`src/rtl/hd_retry_pkg.sv`:
```
package hd_retry_pkg;
  typedef enum logic [1:0] {
    ST_IDLE    = 2'd0,
    ST_TX      = 2'd1,
    ST_JAM     = 2'd2,
    ST_BACKOFF = 2'd3
  } hd_state_e;
endpackage

```
`src/rtl/hd_backoff_draw.sv`:
```
// Free-running LFSR masked down to 2^k values, k = min(collisions, limit).
module hd_backoff_draw #(
  parameter int LFSR_W  = 16,
  parameter logic [LFSR_W-1:0] TAPS = 16'hB400,
  parameter int EXP_W   = 4,
  parameter int WAIT_W  = 15,
  parameter int NCOL_W  = 5,
  parameter int STD_LIM = 10
) (
  input  logic              clk,
  input  logic              rst_n,
  input  logic [NCOL_W-1:0] ncol_i,
  input  logic              alt_en_i,
  input  logic [EXP_W-1:0]  alt_exp_i,
  output logic [WAIT_W-1:0] wait_o
);
  logic [LFSR_W-1:0] lfsr;
  logic [7:0]        lim;
  logic [7:0]        ncol8;
  logic [7:0]        k;

  always_ff @(posedge clk) begin
    if (!rst_n) lfsr <= LFSR_W'(1);
    else if (lfsr[0]) lfsr <= (lfsr >> 1) ^ TAPS;
    else lfsr <= lfsr >> 1;
  end

  always_comb begin
    lim   = alt_en_i ? 8'(alt_exp_i) : 8'(STD_LIM);
    ncol8 = 8'(ncol_i);
    k     = (ncol8 < lim) ? ncol8 : lim;
  end

  for (genvar i = 0; i < WAIT_W; i++) begin : g_mask
    assign wait_o[i] = lfsr[i] & (8'(i) < k);
  end

  // a stuck all-zero LFSR would freeze every backoff at zero slots
  p_lfsr_alive_r7: assert property (@(posedge clk) disable iff (!rst_n)
    lfsr != '0);
endmodule

```
`src/rtl/hd_slot_timer.sv`:
```
// Counts slot times in byte strobes; last_o marks the final strobe of the wait.
module hd_slot_timer #(
  parameter int SLOT_BYTES = 64,
  parameter int WAIT_W     = 15
) (
  input  logic              clk,
  input  logic              rst_n,
  input  logic              load_i,
  input  logic [WAIT_W-1:0] slots_i,
  input  logic              tick_i,
  output logic              active_o,
  output logic              last_o
);
  localparam int SB_W = $clog2(SLOT_BYTES + 1);
  localparam logic [SB_W-1:0] SB_LAST = SB_W'(SLOT_BYTES - 1);

  logic [SB_W-1:0]   slot_byte;
  logic [WAIT_W-1:0] slots_left;

  assign last_o = active_o && tick_i && (slot_byte == SB_LAST) &&
                  (slots_left == WAIT_W'(1));

  always_ff @(posedge clk) begin
    if (!rst_n) begin
      slot_byte  <= '0;
      slots_left <= '0;
      active_o   <= 1'b0;
    end else if (load_i) begin
      slot_byte  <= '0;
      slots_left <= slots_i;
      active_o   <= (slots_i != '0);
    end else if (active_o && tick_i) begin
      if (slot_byte == SB_LAST) begin
        slot_byte  <= '0;
        slots_left <= slots_left - WAIT_W'(1);
        if (slots_left == WAIT_W'(1)) active_o <= 1'b0;
      end else begin
        slot_byte <= slot_byte + SB_W'(1);
      end
    end
  end

  p_load_when_idle_r7: assert property (@(posedge clk) disable iff (!rst_n)
    load_i |-> !active_o);
  p_load_nonzero_r7: assert property (@(posedge clk) disable iff (!rst_n)
    load_i |-> (slots_i != '0));
endmodule

```
`src/rtl/hd_retry_ctrl.sv`:
```
module hd_retry_ctrl #(
  parameter int RMAX_W     = 4,
  parameter int WIN_W      = 10,
  parameter int EXP_W      = 4,
  parameter int JAM_BYTES  = 4,
  parameter int SLOT_BYTES = 64,
  parameter int STD_LIM    = 10,
  parameter int LFSR_W     = 16
) (
  input  logic              clk,
  input  logic              rst_n,
  input  logic              frame_start_i,
  input  logic              byte_tick_i,
  input  logic              collision_i,
  input  logic              frame_end_i,
  input  logic [RMAX_W-1:0] cfg_retry_max_i,
  input  logic [WIN_W-1:0]  cfg_col_window_i,
  input  logic              cfg_no_backoff_i,
  input  logic              cfg_alt_trunc_en_i,
  input  logic [EXP_W-1:0]  cfg_alt_trunc_exp_i,
  output logic              jam_o,
  output logic              backoff_o,
  output logic              retry_o,
  output logic              truncate_o,
  output logic              discard_o,
  output logic              done_o,
  output logic              ev_late_col_o,
  output logic              ev_retry_limit_o,
  output logic              ev_tx_err_o
);
  import hd_retry_pkg::*;

  localparam int CNT_W  = WIN_W + 1;
  localparam int NCOL_W = RMAX_W + 1;
  localparam int WAIT_W = 2**EXP_W - 1;
  localparam int JCNT_W = $clog2(JAM_BYTES + 1);
  localparam logic [JCNT_W-1:0] JAM_LAST = JCNT_W'(JAM_BYTES - 1);

  hd_state_e         state;
  logic [CNT_W-1:0]  byte_pos;
  logic [NCOL_W-1:0] ncol;
  logic [JCNT_W-1:0] jam_cnt;
  logic [WAIT_W-1:0] wait_slots;
  logic              jam_end, over_limit, late, tmr_load, tmr_active, tmr_last;

  assign late       = byte_pos > {1'b0, cfg_col_window_i};
  assign over_limit = ncol > NCOL_W'(cfg_retry_max_i);
  assign jam_end    = (state == ST_JAM) && byte_tick_i && (jam_cnt == JAM_LAST);
  assign tmr_load   = jam_end && !over_limit && !cfg_no_backoff_i &&
                      (wait_slots != '0);
  assign jam_o      = (state == ST_JAM);
  assign backoff_o  = (state == ST_BACKOFF);

  hd_backoff_draw #(
    .LFSR_W (LFSR_W), .EXP_W(EXP_W), .WAIT_W(WAIT_W),
    .NCOL_W (NCOL_W), .STD_LIM(STD_LIM)
  ) u_draw (
    .clk      (clk),
    .rst_n    (rst_n),
    .ncol_i   (ncol),
    .alt_en_i (cfg_alt_trunc_en_i),
    .alt_exp_i(cfg_alt_trunc_exp_i),
    .wait_o   (wait_slots)
  );

  hd_slot_timer #(.SLOT_BYTES(SLOT_BYTES), .WAIT_W(WAIT_W)) u_timer (
    .clk     (clk),
    .rst_n   (rst_n),
    .load_i  (tmr_load),
    .slots_i (wait_slots),
    .tick_i  (byte_tick_i),
    .active_o(tmr_active),
    .last_o  (tmr_last)
  );

  always_ff @(posedge clk) begin
    if (!rst_n) begin
      state            <= ST_IDLE;
      byte_pos         <= '0;
      ncol             <= '0;
      jam_cnt          <= '0;
      retry_o          <= 1'b0;
      truncate_o       <= 1'b0;
      discard_o        <= 1'b0;
      done_o           <= 1'b0;
      ev_late_col_o    <= 1'b0;
      ev_retry_limit_o <= 1'b0;
      ev_tx_err_o      <= 1'b0;
    end else begin
      retry_o          <= 1'b0;
      truncate_o       <= 1'b0;
      discard_o        <= 1'b0;
      done_o           <= 1'b0;
      ev_late_col_o    <= 1'b0;
      ev_retry_limit_o <= 1'b0;
      ev_tx_err_o      <= 1'b0;
      unique case (state)
        ST_IDLE: if (frame_start_i) begin
          state    <= ST_TX;
          byte_pos <= '0;
          ncol     <= '0;
        end
        ST_TX: begin
          if (collision_i) begin
            if (late) begin
              truncate_o    <= 1'b1;
              ev_late_col_o <= 1'b1;
              ev_tx_err_o   <= 1'b1;
              state         <= ST_IDLE;
            end else begin
              ncol    <= ncol + NCOL_W'(1);
              jam_cnt <= '0;
              state   <= ST_JAM;
            end
          end else if (frame_end_i) begin
            done_o <= 1'b1;
            ncol   <= '0;
            state  <= ST_IDLE;
          end else if (byte_tick_i && (byte_pos != '1)) begin
            byte_pos <= byte_pos + CNT_W'(1);
          end
        end
        ST_JAM: begin
          if (jam_end) begin
            if (over_limit) begin
              discard_o        <= 1'b1;
              ev_retry_limit_o <= 1'b1;
              ev_tx_err_o      <= 1'b1;
              state            <= ST_IDLE;
            end else if (tmr_load) begin
              state <= ST_BACKOFF;
            end else begin
              retry_o  <= 1'b1;
              byte_pos <= '0;
              state    <= ST_TX;
            end
          end else if (byte_tick_i) begin
            jam_cnt <= jam_cnt + JCNT_W'(1);
          end
        end
        ST_BACKOFF: if (tmr_last) begin
          retry_o  <= 1'b1;
          byte_pos <= '0;
          state    <= ST_TX;
        end
        default: state <= ST_IDLE;
      endcase
    end
  end

  p_late_from_col_r4: assert property (@(posedge clk) disable iff (!rst_n)
    ev_late_col_o |-> $past(collision_i));
  p_jam_from_col_r3: assert property (@(posedge clk) disable iff (!rst_n)
    $rose(jam_o) |-> $past(collision_i));
  p_discard_limit_r5: assert property (@(posedge clk) disable iff (!rst_n)
    discard_o |-> ($past(ncol) > NCOL_W'($past(cfg_retry_max_i))));
  p_retry_source_r7: assert property (@(posedge clk) disable iff (!rst_n)
    retry_o |-> $past(jam_o || backoff_o));
  p_backoff_timer_r7: assert property (@(posedge clk) disable iff (!rst_n)
    backoff_o == tmr_active);
endmodule

```
`config.mk`:
```
export PLATFORM = sky130hd
export DESIGN_NAME = hd_retry_ctrl
export DESIGN_NICKNAME = d
export VERILOG_FILES = /design/src/rtl/hd_retry_pkg.sv /design/src/rtl/hd_backoff_draw.sv /design/src/rtl/hd_slot_timer.sv /design/src/rtl/hd_retry_ctrl.sv
export SDC_FILE = /design/constraint.sdc
export NUM_CORES = 1
export LEC_CHECK = 0
export BUFFER_PORTS_ARGS = -buffer_cell sky130_fd_sc_hd__buf_2
export CAP_MARGIN = 20
export CORE_MARGIN = 5
export CORE_UTILIZATION = 54
export CTS_CLUSTER_SIZE = 40
export DETAILED_ROUTE_END_ITERATION = 10
export PLACE_DENSITY = 0.76
export SLEW_MARGIN = 20
export SYNTH_ARGS = -nofsm -noshare
export SYNTH_HDL_FRONTEND = slang
export SYNTH_SLANG_ARGS = --single-unit
```
`constraint.sdc`:
```
create_clock -name clk -period 3.5 [get_ports clk]
set_input_delay 1.05 -clock clk [delete_from_list [all_inputs] [get_ports clk]]
set_output_delay 1.05 -clock clk [all_outputs]
set_load 0.02 [all_outputs]
```
# [Word-level counts from Yosys, hierarchy flattened]
# Cells that the tools add are included.
[op_classes] add_sub_neg=5 mul=0 div=0 order_cmp=18 n_eq_ne=21 shifts=0 muxes=50 n_bitwise=18 reduce_logical=29
[op_table] cell="two-way mux 11 bit" count=8
[op_table] cell="< comparator 4 x 8 -> 1 bit, first input constant" count=7
[op_table] cell="two-way mux 15 bit" count=3
[op_table] cell="one-hot mux 11 bit (4 select lines)" count=1
[op_table] cell="< comparator 3 x 8 -> 1 bit, first input constant" count=4
[op_table] cell="two-way mux 5 bit" count=4
[op_table] cell="!= test 2 bit, second input constant" count=10
[op_table] cell="< comparator 1 x 8 -> 1 bit, first input constant" count=2
[op_table] cell="< comparator 2 x 8 -> 1 bit, first input constant" count=2
[op_table] cell="two-way mux 2 bit" count=8
[op_table] cell="bitwise AND 1 bit" count=15
[op_table] cell="== test 15 x 1 -> 1 bit, second input constant" count=1
[op_table] cell="nonzero test 15 bit" count=1
[op_table] cell="subtractor 15 x 1 -> 15 bit, second input constant" count=1
[op_table] cell="two-way mux 14 bit" count=1
[op_table] cell="two-way mux 1 bit" count=13
[op_table] cell="two-way mux 3 bit" count=4
[op_table] cell="adder 11 x 1 -> 11 bit, second input constant" count=1
[op_table] cell="greater-than comparator 11 x 10 -> 1 bit" count=1
[op_table] cell="!= test 11 bit, second input constant" count=1
[op_table] cell="one-hot mux 5 bit (2 select lines)" count=1
[op_table] cell="nonzero test 2 bit" count=5
[op_table] cell="logical AND 1 bit" count=9
[op_table] cell="< comparator 5 x 8 -> 1 bit" count=1
[op_table] cell="other kinds (27)" count=37
[word_totals] regBits=65 latch_bits=0 ram_bits=0 mem_bits_ro=0 inputBits=26 out_inout_bits=9 elab_cells=155 n_memories=0

# [Longest topological paths before layout]
[logic_depth] word_depth=11 ltp_mapped=14 mapped_depth_nobuf=11

# [By module]
# A second synthesis with hierarchy kept.
[unflattened] cells_unflattened=512 area_unflattened_um2=4201.5
[by_module_without_submodules] module="hd_retry_ctrl" n_inst=1 cells_per_inst=270 area_per_inst_um2=2078.2 seq_area_each_um2=520.5
[by_module_without_submodules] module="hd_slot_timer" n_inst=1 cells_per_inst=148 area_per_inst_um2=1242.4 seq_area_each_um2=460.4
[by_module_without_submodules] module="hd_backoff_draw" n_inst=1 cells_per_inst=94 area_per_inst_um2=880.8 seq_area_each_um2=320.3

# [Least setup slack after synthesis]
# OpenSTA, ideal clock, no wires.
[synth_path] path_type="input to register" start="input cfg_alt_trunc_exp_i[3]" end="register byte_pos[3]" setup_ps=85 t_arrival_ps=3621 required_ps=3415 slack_ps=-206 path_stages=13 n_path_buf=2 path_cell_list="nand2b_1 > inv_1 > ha_1 > a211o_1 > a21o_1 > buf_4 > mux2_4 > a21oi_1 > o2111ai_1 > o31ai_4 > buf_6 > nand4_2 > o31ai_2"
[synth_via] elab_chain_cells=9 elab_cells_between_ends=37 cone_classes="order compare: 16; eq/ne: 1; mux: 2; bitwise: 15; reduce/logical: 3"
[synth_rtl] item="from (decl)" line="hd_retry_ctrl.sv:20" rtl="input logic [EXP_W-1:0] cfg_alt_trunc_exp_i,"
[synth_rtl] item="two-way mux 4 bit (*)" line="hd_backoff_draw.sv:29" rtl="lim = alt_en_i ? 8'(alt_exp_i) : 8'(STD_LIM);"
[synth_rtl] item="< comparator 5 x 8 -> 1 bit" line="hd_backoff_draw.sv:31" rtl="k = (ncol8 < lim) ? ncol8 : lim;"
[synth_rtl] item="two-way mux 8 bit (*)" line="hd_backoff_draw.sv:31"
[synth_rtl] item="< comparator 1 x 8 -> 1 bit, or another cell as far along" line="hd_backoff_draw.sv:35" rtl="assign wait_o[i] = lfsr[i] & (8'(i) < k);"
[synth_rtl] item="bitwise AND 1 bit" line="hd_backoff_draw.sv:35"
[synth_rtl] item="nonzero test 15 bit (*)" line="hd_retry_ctrl.sv:50" rtl="(wait_slots != '0);"
[synth_rtl] item="logical AND 1 bit (*)" line="hd_retry_ctrl.sv:49" rtl="assign tmr_load = jam_end && !over_limit && !cfg_no_backoff_i &&"
[synth_rtl] item="!= test 2 bit (no line) (*)"
[synth_rtl] item="AND reduction 8 bit (no line) (*)"
[synth_rtl] item="to (signal assigned)" line="hd_retry_ctrl.sv:120" rtl="byte_pos <= byte_pos + CNT_W'(1);"
[synth_rtl] item="to (decl)" line="hd_retry_ctrl.sv:40" rtl="logic [CNT_W-1:0] byte_pos;"
# Every way passes the cells marked *; elsewhere a longest branch is shown, timed or not.
# A chain may end at the register's enable or synchronous reset.

# [Worst setup path after layout]
# Same ends and word-level chain as after synthesis.

==> results.md <==
* Status: complete, but fails checks
* Failing checks: negative setup slack
* RSZ-0062 raised after global routing: true
* Vias at 3995
* Async set-reset flop share out of synthesis at 0%
* IO Count at 35
* Mapped Area at 4110 um2
* Ys flop type: dfxtp_1
* Largest net degree at the start of global routing at 27
* Fin crit period at 3.54 ns
* Cell taking the most area after synthesis: dfxtp_1
* Floorplan Core Area at 7330 um2
* Clock slew at reported path FFs at 0.08 ns
* Die W at 97.3 um
* Clock Latency Late Sink at 0.34 ns
* Drt first pass iters at 6
* Max rail drop VDD at 0.299 mV
* Fillers at 604
* Cell variety after synth at 75
* Antenna violations before repair at 0
* Worst hold path startpoint: u_draw.lfsr[15]
* Share of the synthesized area in the top cell type at 31.6%
* Period Utilization, post-route at 101%
* # nets final at 613
* Sequential area share after synthesis at 31.6%
* All-layer global routing usage at 23.4%
* Most used cell, CP: buf_6
* CP arrival at 3.81 ns
* Drt drc at 0
* Worst setup EP type: flip-flop
* Layout area overhead at 23.4%
* Root Buffer: clkbuf_8
* Number of flops mapped to enable cells by yosys at 0
* Worst path cell trace: buf_6 -> nand2b_4 -> inv_4 -> ha_4 -> a211o_4 -> a21o_4 -> buf_6 -> a311oi_1 -> a2bb2oi_2 -> nor2_2 -> o31ai_4 -> buf_12 -> nand4_4 -> o31ai_2
* Rel. slew slack at 42.5%
* Synth area leaders: dfxtp_1 (32%), ha_1 (8.5%), nand2_1 (5.1%)
* Critical Path RT at 3.77 ns
* R2r setup slk at 0.53 ns
* # diodes at 0
* First-pass GRT wire length at 18400 um
* Die footprint at 9460 um2
* Number of buffers added on ports at 34
* Multi-input gate area at 2760 um2
* Clock tree buffer depth at 2
* Count leader, synth: dfxtp_1
* Register area at 1300 um2
* Syn nets at 549
* Final GP Congestion at 0.914
* CP peak stage delay at 0.38 ns
* Cells on worst reg2reg path at 9
* Vias per cell at 6.03
* Post-detail-place hpwl at 8130 um
* Core Util, Final at 69.2%
* Fin area at 5080 um2
* Initial Utilization at 56.1%
* Worst Hold Class: reg -> reg
* Critical R2R Launch: u_timer.slot_byte[0]
* Reg-to-Reg End: byte_pos[3]
* CP Launch Type: input port
* Synth Register Bits at 65
* Worst setup margin at -0.0395 ns
* Worst hold margin at 0.442 ns
* Core Rows at 31
* WL per Instance at 17.4 um
* Tightest Pin Transition at 0.862 ns
* Synth cell count leaders: dfxtp_1 (65), nand2_1 (56), nor2_1 (41)
* Antenna Nets Post-Route at 0
* Crit path max fanout at 16
* CTS Buf Count at 9
* Routed WL at 11600 um
* Gate Count Post-Synth at 495
* Min-Delay Endpoint: u_draw.lfsr[14]
* Final Setup Violations at 10
* Cell area power density at 344 nW/um2
* Maximum clock frequency at 0.283 GHz
* Final Max Slew Viols at 0
* Setup TNS at -0.164 ns
* Final Hold Vio Count at 0
* CP max stage cell: a311oi_1
* CTS tree: built
* DRT iter0 DRCs at 254
* Share of layout cells above drive strength 1 at 24.8%
* Hold Path Stages at 1
* Max Cap Viol at 0
* Vias in the first global route at 3843
* Mean Syn Cell Area at 8.31 um2
* Cell Area, Placed at 4640 um2
* WS Path Type: in -> reg
* Clock sink total at 65
* Leak at 2.13 nW
* Die Y at 97.3 um
* Yosys warns at 0
* Clock skew at 0.0115 ns
* Total gr overflow at 0
* H-tree depth at 3
flip-flops by register name, summed over array words and instances (netlist names), 2 cells and up:
signal / count
u_draw.lfsr: 16
byte_pos: 11
state: 2
u_timer.slots_left: 15
jam_cnt: 3
ncol: 5
u_timer.slot_byte: 7
layout by cell type (no fill, tap or decap), types with 14 or more instances in the layout:
cell,count
dfxtp_1,65
nand2_1,56
nor2_1,40
buf_4,37
buf_2,32
inv_1,30
ha_1,27
a21oi_1,22
o21ai_0,19
nand3_1,14
nand4_1,14
logic make-up after synthesis:
kind of cell               count (synthesis)  synth area share (%)
and+or+nand+nor                          202                  26.2
adders and majority gates                 28                  8.52
xor gates and xnor gates                  23                  4.90
DFF                                       65                  31.6
muxes                                     13                  3.41
buffers and inverters                     54                  5.81
AOI/OAI and AO/OA                        110                  19.6
metal layers:
layer | wire length, um | global-route usage [%]
met5 | 0 | 0
met4 | 348 | 9.05
met3 | 702 | 4.38
met1 | 4810 | 29.4
met2 | 5700 | 39.7
through the flow:
stage / power [mW] / setup slack [ns] / std cells
after CTS: 1.73 / -0.0329 / 660
after detailed placement: 1.02 / -0.480 / 643
after floorplan: 0.941 / -0.0136 / 495
after global placement: 1.01 / -0.423 / 643
after global routing: 1.82 / -0.0768 / 663
final: 1.75 / -0.0395 / 663
area by class of cell:
type,count,area share (%)
inverters,31,2.34
clock inverters,5,1.55
flip-flops and latches,65,25.6
clock buffers,11,2.79
repair buffers,76,10.9
well taps,99,2.44
multi-input cells,376,54.3
critical path, delay by kind of cell:
kind | cells | cell delay, ns
adders and majority gates | 1 | 0.21
buffers and inverters | 4 | 0.50
and+or+nand+nor | 3 | 0.35
AOI/OAI and AO/OA | 6 | 1.69
what timing repair did:
item | CTS | global route
setup buffers | 0 | 2
cloned | 1 | 1
hold buffers | 0 | 0
gates resized for setup | 3 | 27
setup endpoints to repair | 15 | 34
pin swaps | 3 | 7
how the worst max path moves through the flow:
stage | startpoint | end | slack (ns) | depth (start not counted)
final | cfg_alt_trunc_exp_i[3] | byte_pos[3] | -0.04 | 14
after global routing | cfg_alt_trunc_exp_i[3] | byte_pos[0] | -0.08 | 13
after CTS | cfg_alt_trunc_en_i | u_timer.slots_left[12] | -0.03 | 13
after detailed placement | cfg_alt_trunc_en_i | u_timer.slots_left[11] | -0.48 | 13
after global placement | cfg_alt_trunc_en_i | u_timer.slots_left[11] | -0.42 | 14
after floorplan | cfg_alt_trunc_exp_i[3] | byte_pos[10] | -0.01 | 13
where the power goes:
part | internal, mW | switching [mW]
combinational | 0.105 | 0.154
sequential | 0.752 | 0.0163
clock | 0.420 | 0.300
(Power assumes the default switching activity.)
